## src/rtl/ddr2i_pkg.sv

```systemverilog
package ddr2i_pkg;

    localparam int MODE_W = 16;

    // Command encoding {cs_n, ras_n, cas_n, we_n}
    typedef enum logic [3:0] {
        CMD_LMR  = 4'b0000,
        CMD_REF  = 4'b0001,
        CMD_PREA = 4'b0010,
        CMD_NOP  = 4'b0111
    } dram_cmd_e;

    typedef enum logic [3:0] {
        ST_IDLE, ST_PWRUP, ST_PREA1, ST_EMRS_DLL, ST_MRS_RST, ST_PREA2,
        ST_REF, ST_MRS_OP, ST_OCD_DEF, ST_OCD_EXIT, ST_DONE
    } seq_state_e;

    typedef struct packed {
        logic [2:0] cas_lat;
        logic       burst8;
        logic [2:0] wr_rec;
        logic [1:0] odt_sel;   // 01: 150 ohm, 10: 75 ohm, 00: invalid
        logic       bad_cnt;
    } init_cfg_t;

    function automatic init_cfg_t make_cfg(logic [2:0] cl, logic b8,
                                           logic [2:0] wr, logic [1:0] dimms);
        init_cfg_t c;
        c.cas_lat = cl;
        c.burst8  = b8;
        c.wr_rec  = wr;
        c.odt_sel = (dimms == 2'd1) ? 2'b01 : (dimms == 2'd2) ? 2'b10 : 2'b00;
        c.bad_cnt = (dimms != 2'd1) && (dimms != 2'd2);
        return c;
    endfunction

    function automatic logic [MODE_W-1:0] mrs_word(init_cfg_t c);
        logic [MODE_W-1:0] w;
        w        = '0;
        w[2:0]   = c.burst8 ? 3'd3 : 3'd2;
        w[3]     = 1'b1;
        w[6:4]   = c.cas_lat;
        w[11:9]  = c.wr_rec - 3'd1;
        return w;
    endfunction

    function automatic logic [MODE_W-1:0] emrs_word(init_cfg_t c, logic ocd_dflt);
        logic [MODE_W-1:0] w;
        w       = '0;
        w[6]    = c.odt_sel[0];
        w[2]    = c.odt_sel[1];
        w[9:7]  = ocd_dflt ? 3'b111 : 3'b000;
        return w;
    endfunction

endpackage

```

## src/rtl/ddr2i_step_timer.sv

```systemverilog
module ddr2i_step_timer #(
    parameter int CNT_W = 8
) (
    input  logic             clk,
    input  logic             rst,
    input  logic             clr,
    input  logic [CNT_W-1:0] limit,
    output logic [CNT_W-1:0] cnt,
    output logic             last
);
    assign last = (cnt == limit);

    always_ff @(posedge clk) begin
        if (rst || clr)
            cnt <= '0;
        else if (!last)
            cnt <= cnt + 1'b1;
    end


    timer_bound_chk: assert property (@(posedge clk) disable iff (rst)
        cnt <= limit);
endmodule

```

## src/rtl/ddr2i_cmd_encoder.sv

```systemverilog
module ddr2i_cmd_encoder
    import ddr2i_pkg::*;
#(
    parameter int ROW_W  = 14,
    parameter int BANK_W = 3
) (
    input  seq_state_e         state,
    input  logic               issue,
    input  init_cfg_t          cfg,
    output dram_cmd_e          cmd,
    output logic [BANK_W-1:0]  ba,
    output logic [ROW_W-1:0]   addr
);
    logic [MODE_W-1:0] word;

    always_comb begin
        cmd  = CMD_NOP;
        ba   = '0;
        word = '0;
        if (issue) begin
            case (state)
                ST_PREA1, ST_PREA2: begin cmd = CMD_PREA; word[10] = 1'b1; end
                ST_EMRS_DLL: begin cmd = CMD_LMR; ba = BANK_W'(1); word = emrs_word(cfg, 1'b0); end
                ST_MRS_RST:  begin cmd = CMD_LMR; word[8] = 1'b1; end
                ST_REF:      cmd = CMD_REF;
                ST_MRS_OP:   begin cmd = CMD_LMR; word = mrs_word(cfg); end
                ST_OCD_DEF:  begin cmd = CMD_LMR; ba = BANK_W'(1); word = emrs_word(cfg, 1'b1); end
                ST_OCD_EXIT: begin cmd = CMD_LMR; ba = BANK_W'(1); word = emrs_word(cfg, 1'b0); end
                default: ;
            endcase
        end
    end

    assign addr = ROW_W'(word);
endmodule

```

## src/rtl/ddr2i_seq.sv

```systemverilog
module ddr2i_seq
    import ddr2i_pkg::*;
#(
    parameter int CLK_MHZ   = 250,
    parameter int PWRUP_US  = 200,
    parameter int REFGAP_US = 100,
    parameter int TRP_CYC   = 4,
    parameter int TRFC_CYC  = 32,
    parameter int TMRD_CYC  = 2,
    parameter int REF_N     = 8,
    parameter int ROW_W     = 14,
    parameter int BANK_W    = 3
) (
    input  logic              clk,
    input  logic              rst,
    input  logic              start_i,
    input  logic [2:0]        cas_lat_i,
    input  logic              burst8_i,
    input  logic [2:0]        wr_rec_i,
    input  logic [1:0]        dimm_cnt_i,
    output logic              cs_n_o,
    output logic              ras_n_o,
    output logic              cas_n_o,
    output logic              we_n_o,
    output logic [BANK_W-1:0] ba_o,
    output logic [ROW_W-1:0]  addr_o,
    output logic              done_o,
    output logic              cfg_err_o
);
    localparam int PWR_CYC  = PWRUP_US * CLK_MHZ;
    localparam int GAP_CYC  = REFGAP_US * CLK_MHZ;
    localparam int REF_WAIT = (TRFC_CYC > GAP_CYC) ? TRFC_CYC : GAP_CYC;
    localparam int SETTLE   = TMRD_CYC + 3;
    localparam int MAX_A    = (PWR_CYC > REF_WAIT) ? PWR_CYC : REF_WAIT;
    localparam int MAX_B    = (SETTLE > TRP_CYC) ? SETTLE : TRP_CYC;
    localparam int MAX_WAIT = (MAX_A > MAX_B) ? MAX_A : MAX_B;
    localparam int CNT_W    = $clog2(MAX_WAIT + 1);
    localparam int REF_CW   = (REF_N > 1) ? $clog2(REF_N) : 1;

    seq_state_e        state, state_n;
    init_cfg_t         cfg_q;
    logic [REF_CW-1:0] ref_idx;
    logic [CNT_W-1:0]  limit, t_cnt;
    logic              t_last, clr, ref_again, busy;
    dram_cmd_e         cmd;

    assign busy = (state != ST_IDLE) && (state != ST_DONE);

    always_comb begin
        case (state)
            ST_PWRUP:                         limit = CNT_W'(PWR_CYC - 1);
            ST_PREA1, ST_PREA2:               limit = CNT_W'(TRP_CYC);
            ST_EMRS_DLL, ST_MRS_RST, ST_OCD_DEF: limit = CNT_W'(TMRD_CYC);
            ST_REF:                           limit = CNT_W'(REF_WAIT);
            ST_MRS_OP:   limit = cfg_q.bad_cnt ? CNT_W'(SETTLE) : CNT_W'(TMRD_CYC);
            ST_OCD_EXIT:                      limit = CNT_W'(SETTLE);
            default:                          limit = '0;
        endcase
    end

    always_comb begin
        state_n   = state;
        ref_again = 1'b0;
        if (!busy) begin
            if (start_i) state_n = ST_PWRUP;
        end else if (t_last) begin
            case (state)
                ST_PWRUP:    state_n = ST_PREA1;
                ST_PREA1:    state_n = cfg_q.bad_cnt ? ST_MRS_RST : ST_EMRS_DLL;
                ST_EMRS_DLL: state_n = ST_MRS_RST;
                ST_MRS_RST:  state_n = ST_PREA2;
                ST_PREA2:    state_n = ST_REF;
                ST_REF: begin
                    if (ref_idx == REF_CW'(REF_N - 1)) state_n = ST_MRS_OP;
                    else ref_again = 1'b1;
                end
                ST_MRS_OP:   state_n = cfg_q.bad_cnt ? ST_DONE : ST_OCD_DEF;
                ST_OCD_DEF:  state_n = ST_OCD_EXIT;
                ST_OCD_EXIT: state_n = ST_DONE;
                default:     state_n = ST_IDLE;
            endcase
        end
    end

    assign clr = (state_n != state) || ref_again;

    always_ff @(posedge clk) begin
        if (rst) begin
            state   <= ST_IDLE;
            cfg_q   <= '0;
            ref_idx <= '0;
            done_o  <= 1'b0;
        end else begin
            state  <= state_n;
            done_o <= (state == ST_DONE) && !start_i;
            if (!busy && start_i)
                cfg_q <= make_cfg(cas_lat_i, burst8_i, wr_rec_i, dimm_cnt_i);
            if (state != ST_REF) ref_idx <= '0;
            else if (ref_again)  ref_idx <= ref_idx + 1'b1;
        end
    end

    ddr2i_step_timer #(.CNT_W(CNT_W)) u_timer (
        .clk(clk), .rst(rst), .clr(clr), .limit(limit), .cnt(t_cnt), .last(t_last)
    );

    ddr2i_cmd_encoder #(.ROW_W(ROW_W), .BANK_W(BANK_W)) u_enc (
        .state(state), .issue(t_cnt == '0), .cfg(cfg_q),
        .cmd(cmd), .ba(ba_o), .addr(addr_o)
    );

    assign {cs_n_o, ras_n_o, cas_n_o, we_n_o} = cmd;
    assign cfg_err_o = cfg_q.bad_cnt;


    idle_quiet_chk: assert property (@(posedge clk) disable iff (rst)
        (state == ST_IDLE) |-> (cmd == CMD_NOP && !done_o));

    cmd_single_chk: assert property (@(posedge clk) disable iff (rst)
        (cmd != CMD_NOP) |=> (cmd == CMD_NOP));

    odt_gate_chk: assert property (@(posedge clk) disable iff (rst)
        (cmd == CMD_LMR && ba_o == BANK_W'(1)) |-> !cfg_err_o);

    done_hold_chk: assert property (@(posedge clk) disable iff (rst)
        (done_o && !start_i) |=> done_o);

    cfg_hold_chk: assert property (@(posedge clk) disable iff (rst)
        busy |=> $stable(cfg_q));

    ref_bound_chk: assert property (@(posedge clk) disable iff (rst)
        ref_idx <= REF_CW'(REF_N - 1));
endmodule

```

## config.mk

```make
export PLATFORM = sky130hd
export DESIGN_NAME = ddr2i_seq
export DESIGN_NICKNAME = d
export VERILOG_FILES = /design/src/rtl/ddr2i_pkg.sv /design/src/rtl/ddr2i_step_timer.sv /design/src/rtl/ddr2i_cmd_encoder.sv /design/src/rtl/ddr2i_seq.sv
export SDC_FILE = /design/constraint.sdc
export NUM_CORES = 1
export LEC_CHECK = 0
export ABC_AREA = 1
export CAP_MARGIN = 10
export CORE_MARGIN = 1.5
export CORE_UTILIZATION = 60
export CTS_CLUSTER_DIAMETER = 40
export DETAILED_ROUTE_END_ITERATION = 10
export GPL_TIMING_DRIVEN = 0
export HOLD_SLACK_MARGIN = 0.08
export PLACE_DENSITY_LB_ADDON = 0.2
export SETUP_SLACK_MARGIN = 0.02
export SLEW_MARGIN = 15
export SYNTH_ARGS = -nofsm -noshare
export SYNTH_HDL_FRONTEND = slang
export SYNTH_HIERARCHICAL = 1
export SYNTH_SLANG_ARGS = --single-unit
```

## constraint.sdc

```tcl
create_clock -name clk -period 10.25 [get_ports clk]
set_clock_uncertainty 0.15 [all_clocks]
set_input_delay 2.5625 -clock clk [delete_from_list [all_inputs] [get_ports clk]]
set_output_delay 2.5625 -clock clk [all_outputs]
set_load 0.02 [all_outputs]
```

==> summary by stage <==
Outcome
The run finished with clean final reports.

Routing
The routed layout has between 2000 and 3000 vias. The remaining antenna violation count is 0. The initial detailed-routing violation count is between 200 and 250. The total iterations of the first detailed-routing run is 5. Dividing the detail-routed via count by the number of cells gives just over 5.

After detailed routing, the number of remaining DRC violations is 0. The routed design has ~6600 µm of wire. After detailed routing, the average wire length per cell comes to about 12 µm.

Power
For this design the total switching power over the nets is between 0.15 and 0.2 mW. For this design the ratio of total power to cell area is 150.0 nW/µm². Of the total power, combinational logic draws 0.427.

Across the VDD grid, the largest voltage drop is between 0.1 and 0.15 mV. The cell-internal power is around 0.29 mW. In this run the static leakage power is between 1 and 1.5 nW. The share of total power dissipated in sequential elements is 0.330. The switching power share of the total is 0.4045. The final total power is 0.4852 mW.

The share of total power dissipated in the clock network is 0.243.

Finish
The final standard cell count with taps included and fillers excluded is 564. The layout overhead on the synthesized area is 18.58%. The number of fill cells in the layout is 370. In the final layout, the share of cells above drive strength 1 is 0.1465.

The final net count is about 530. The final instance area is approximately 3200 µm². The number of antenna diodes in the final layout is 0.

Yosys
Of the total synthesized cell area, the portion taken by AND, OR, NAND and NOR gates is 0.4528. The share of synthesized flip-flops with an asynchronous set or reset is 0. The cell type contributing the most total cell area after synthesis is dfxtp_1. The number of flops mapped to enable cells by yosys is 0. The average instance in the mapped netlist occupies around 5.9 µm². The commonest cells after synthesis are nand2_1, nor2_1, inv_1. Of the total synthesized cell area, the portion taken by XOR and XNOR cells is 0.03532.

The dominant synthesized flop cell is dfxtp_1. Ranked by total cell area, the synthesized netlist is headed by dfxtp_1, nand2_1, nor2_1. Of the total synthesized cell area, the portion taken by full adders, half adders and majority gates is 0.02752. The total of warnings raised by yosys is 6.

The share of Yosys cell area claimed by the top area cell type is 0.2495. The synthesized design contains 34 register bits. The portion of synthesized area spent on multiplexers is 0. The main combinational cell family by area after synthesis is simple AND/OR/NAND/NOR gates.

The sequential area share after synthesis is 0.2495. The mapped netlist covers roughly 2700 µm². The most common cell in the synthesized netlist is nand2_1. The share of the synthesized area in compound gates (AO/OA/AOI/OAI) was 0.09358. Synthesis produced 464 cells. The post-synthesis cell type count is 35.

Floorplanning
The area enclosed by the die boundary is slightly below 5000 µm². The initial utilization of the core area, before any placement, comes to 0.6264. The number of top-level pins is 35. Measured along the y axis, the die boundary spans a little over 70 µm. The core region area is 4354 µm². In this run the horizontal extent of the chip is ~70 µm. The floorplan has 24 rows.

STA
The transition at the pin with the smallest max-transition slack is approximately 1.1 ns. The total setup violations reported at the end of the flow is 0. The worst path in the final design needs a cycle of between 5 and 6 ns, including I/O delays and setup.

The maximum achievable frequency is about 190 MHz. The final hold violation count is 0. The share of the clock period used by the worst path after layout is 0.5130. The final hold slack is 0.3354 ns. Setup repair after global routing left no endpoint under its margin. The total negative setup slack is 0 ns. The max-slew violation total from the final report is 0. Headroom to the max-slew limit came out at 0.2683.

CTS
The number of buffers between clock root and the deepest sink is 2. CTS placed an instance of clkbuf_8 at the clock tree root. Clock-pin slew was measured on the worst setup and hold paths at ~0.080 ns. The H-tree generated during clock tree synthesis spans 2 levels.

Once the clock tree was built, the resizer swapped 0 gates to a different size. CTS saw 34 sinks. TritonCTS created 5 clock buffers. TritonCTS built the clock tree. The buffer count from post-CTS setup fixing is 0. The source-to-sink clock delay at the later pin of the worst-skew pair is about 0.29 ns. After clock tree synthesis, the flow added hold-fix buffers numbering 0.

Setup path
At the worst endpoint, the arrival time is 5.34 ns. The delay of the slowest cell on the worst path is ~0.93 ns. The cell with the biggest individual delay on the critical path is nor4_1. STA classifies the critical path startpoint as a register. The worst-path maximum fanout is 11.

The data required time of the critical path is slightly above 10 ns. The worst setup path is of the reg -> reg kind. The sum of buffers and inverters on the critical path is 6. Traced cell by cell, the critical path runs through inv_1 > nor2_1 > inv_1 > nor2_1 > inv_1 > nand2_1 > inv_1 > nand2_1 > nand2_1 > nor2_2 > nand2_2 > nor4_1 > inv_1 > nor2_1 > nand2_1 > nand3_1 > nand2_1 > nor2_1 > nand2_1 > nor2_1 > buf_1 > nand2_1 > nor2_1.

The cell repeated most along the worst path is nand2_1. The type of element capturing the critical path is a register. The kind of cell adding the most delay to the critical path is simple AND/OR/NAND/NOR gates.

Global route
In the global route stage, overall resource usage came out at 0.2852. The initial antenna violation count is 0. The number of global-route vias before repair came to approximately 2800.

The first-pass GRT wire length is between 10000 and 15000 µm. The final global-route overflow total is 0. Entering global routing, the biggest net connects 12 pins.

Hold path
The min-delay analysis places its worst path in the category reg -> reg.

Placed design
During placement, the flow inserted port buffers numbering 29. After legalization and detailed placement, the total HPWL measured around 5000 µm. The placer congestion estimate is roughly 0.89. The placed cell count is 556.

The cell area reported after detailed placement is around 3100 µm².

Run
The tool flagged a number of max-cap violations equal to 0.
registers in the layout, indices dropped and copies added (netlist names):
name	count
cfg_err_o	1
cfg_q	9
done_o	1
ref_idx	3
state	4
u_timer/cnt	16
power groups by stage:
stage / Combinational [mW] / Clock, mW / Sequential, mW
2_1_floorplan: 0.156 / 0 / 0.160
3_3_place_gp: 0.198 / 0 / 0.162
3_5_place_dp: 0.204 / 0 / 0.163
4_1_cts: 0.205 / 0.120 / 0.160
5_1_grt: 0.231 / 0.126 / 0.162
6_report: 0.207 / 0.118 / 0.160
path summary, 6_finish.rpt:
check	from	end	slack (ns)	depth (start not counted)
worst max-delay path	state[0]$_SDFF_PP0_	u_timer/cnt[0]$_SDFFE_PP0P_	4.99	23
worst min-delay path	cfg_q[9]$_SDFFE_PP0P_	cfg_q[9]$_SDFFE_PP0P_	0.34	2
worst max register to register	state[0]$_SDFF_PP0_	u_timer/cnt[0]$_SDFFE_PP0P_	4.99	23
worst min register to register	cfg_q[9]$_SDFFE_PP0P_	cfg_q[9]$_SDFFE_PP0P_	0.34	2
routing by layer:
layer	global-route usage	vias to the layer above	wire length [µm]
met5	0	-	0
li1	-	1521	-
met3	0.05483	18	343
met2	0.4937	107	3172
met1	0.3330	1268	2941
met4	0.1410	0	178
cell usage in the layout (no fill, tap or decap), types with 2 or more instances in the layout:
master           instances
nand2_1                128
nor2_1                  81
inv_1                   44
dfxtp_1                 34
nand3_1                 33
clkdlybuf4s50_1         29
inv_2                   24
a21oi_1                 20
conb_1                  13
o21ai_1                 11
buf_4                   10
xor2_1                  10
nand2_2                  9
nor2_2                   8
o21ai_0                  8
clkbuf_8                 8
ha_1                     6
nor2_4                   5
nor4_1                   5
o211ai_1                 3
buf_6                    3
nand4_1                  3
nand3_2                  2
buf_2                    2
per-stage QoR:
| stage | util | worst slack (ns) |
|---|---|---|
| floorplan | - | 6.084 |
| finish | 0.7428 | 4.992 |
| global placement | 0.7175 | 5.313 |
| detailed placement | 0.7175 | 5.126 |
| global route | 0.7428 | 4.530 |
| CTS | 0.7428 | 5.084 |
worst min-delay path, cell delays in order, from the launching register on:
cell     delay, ns
dfxtp_1       0.33
nor2_1        0.05
nor2_1        0.08
logic make-up (layout without fill, tap and decap cells):
| group | Yosys count | after routing |
|---|---|---|
| flops | 34 | 34 |
| compound gates | 47 | 47 |
| other cells | 2 | 13 |
| fa+ha+maj | 6 | 6 |
| buf+inv | 84 | 121 |
| xor+xnor | 11 | 11 |
| simple gates | 280 | 280 |
cell type report:
class | instances | area (µm²) | share of cell area
Multi-Input combinational cell | 357 | 1710 | 0.5288
Tap cell | 52 | 65.06 | 0.02012
Inverter | 68 | 255.2 | 0.07892
Timing Repair Buffer | 29 | 290.3 | 0.08975
Sequential cell | 34 | 680.7 | 0.2104
Buffer | 16 | 122.6 | 0.03791
Clock buffer | 8 | 110.1 | 0.03404
No activity file was read; power rests on OpenSTA's default activity.
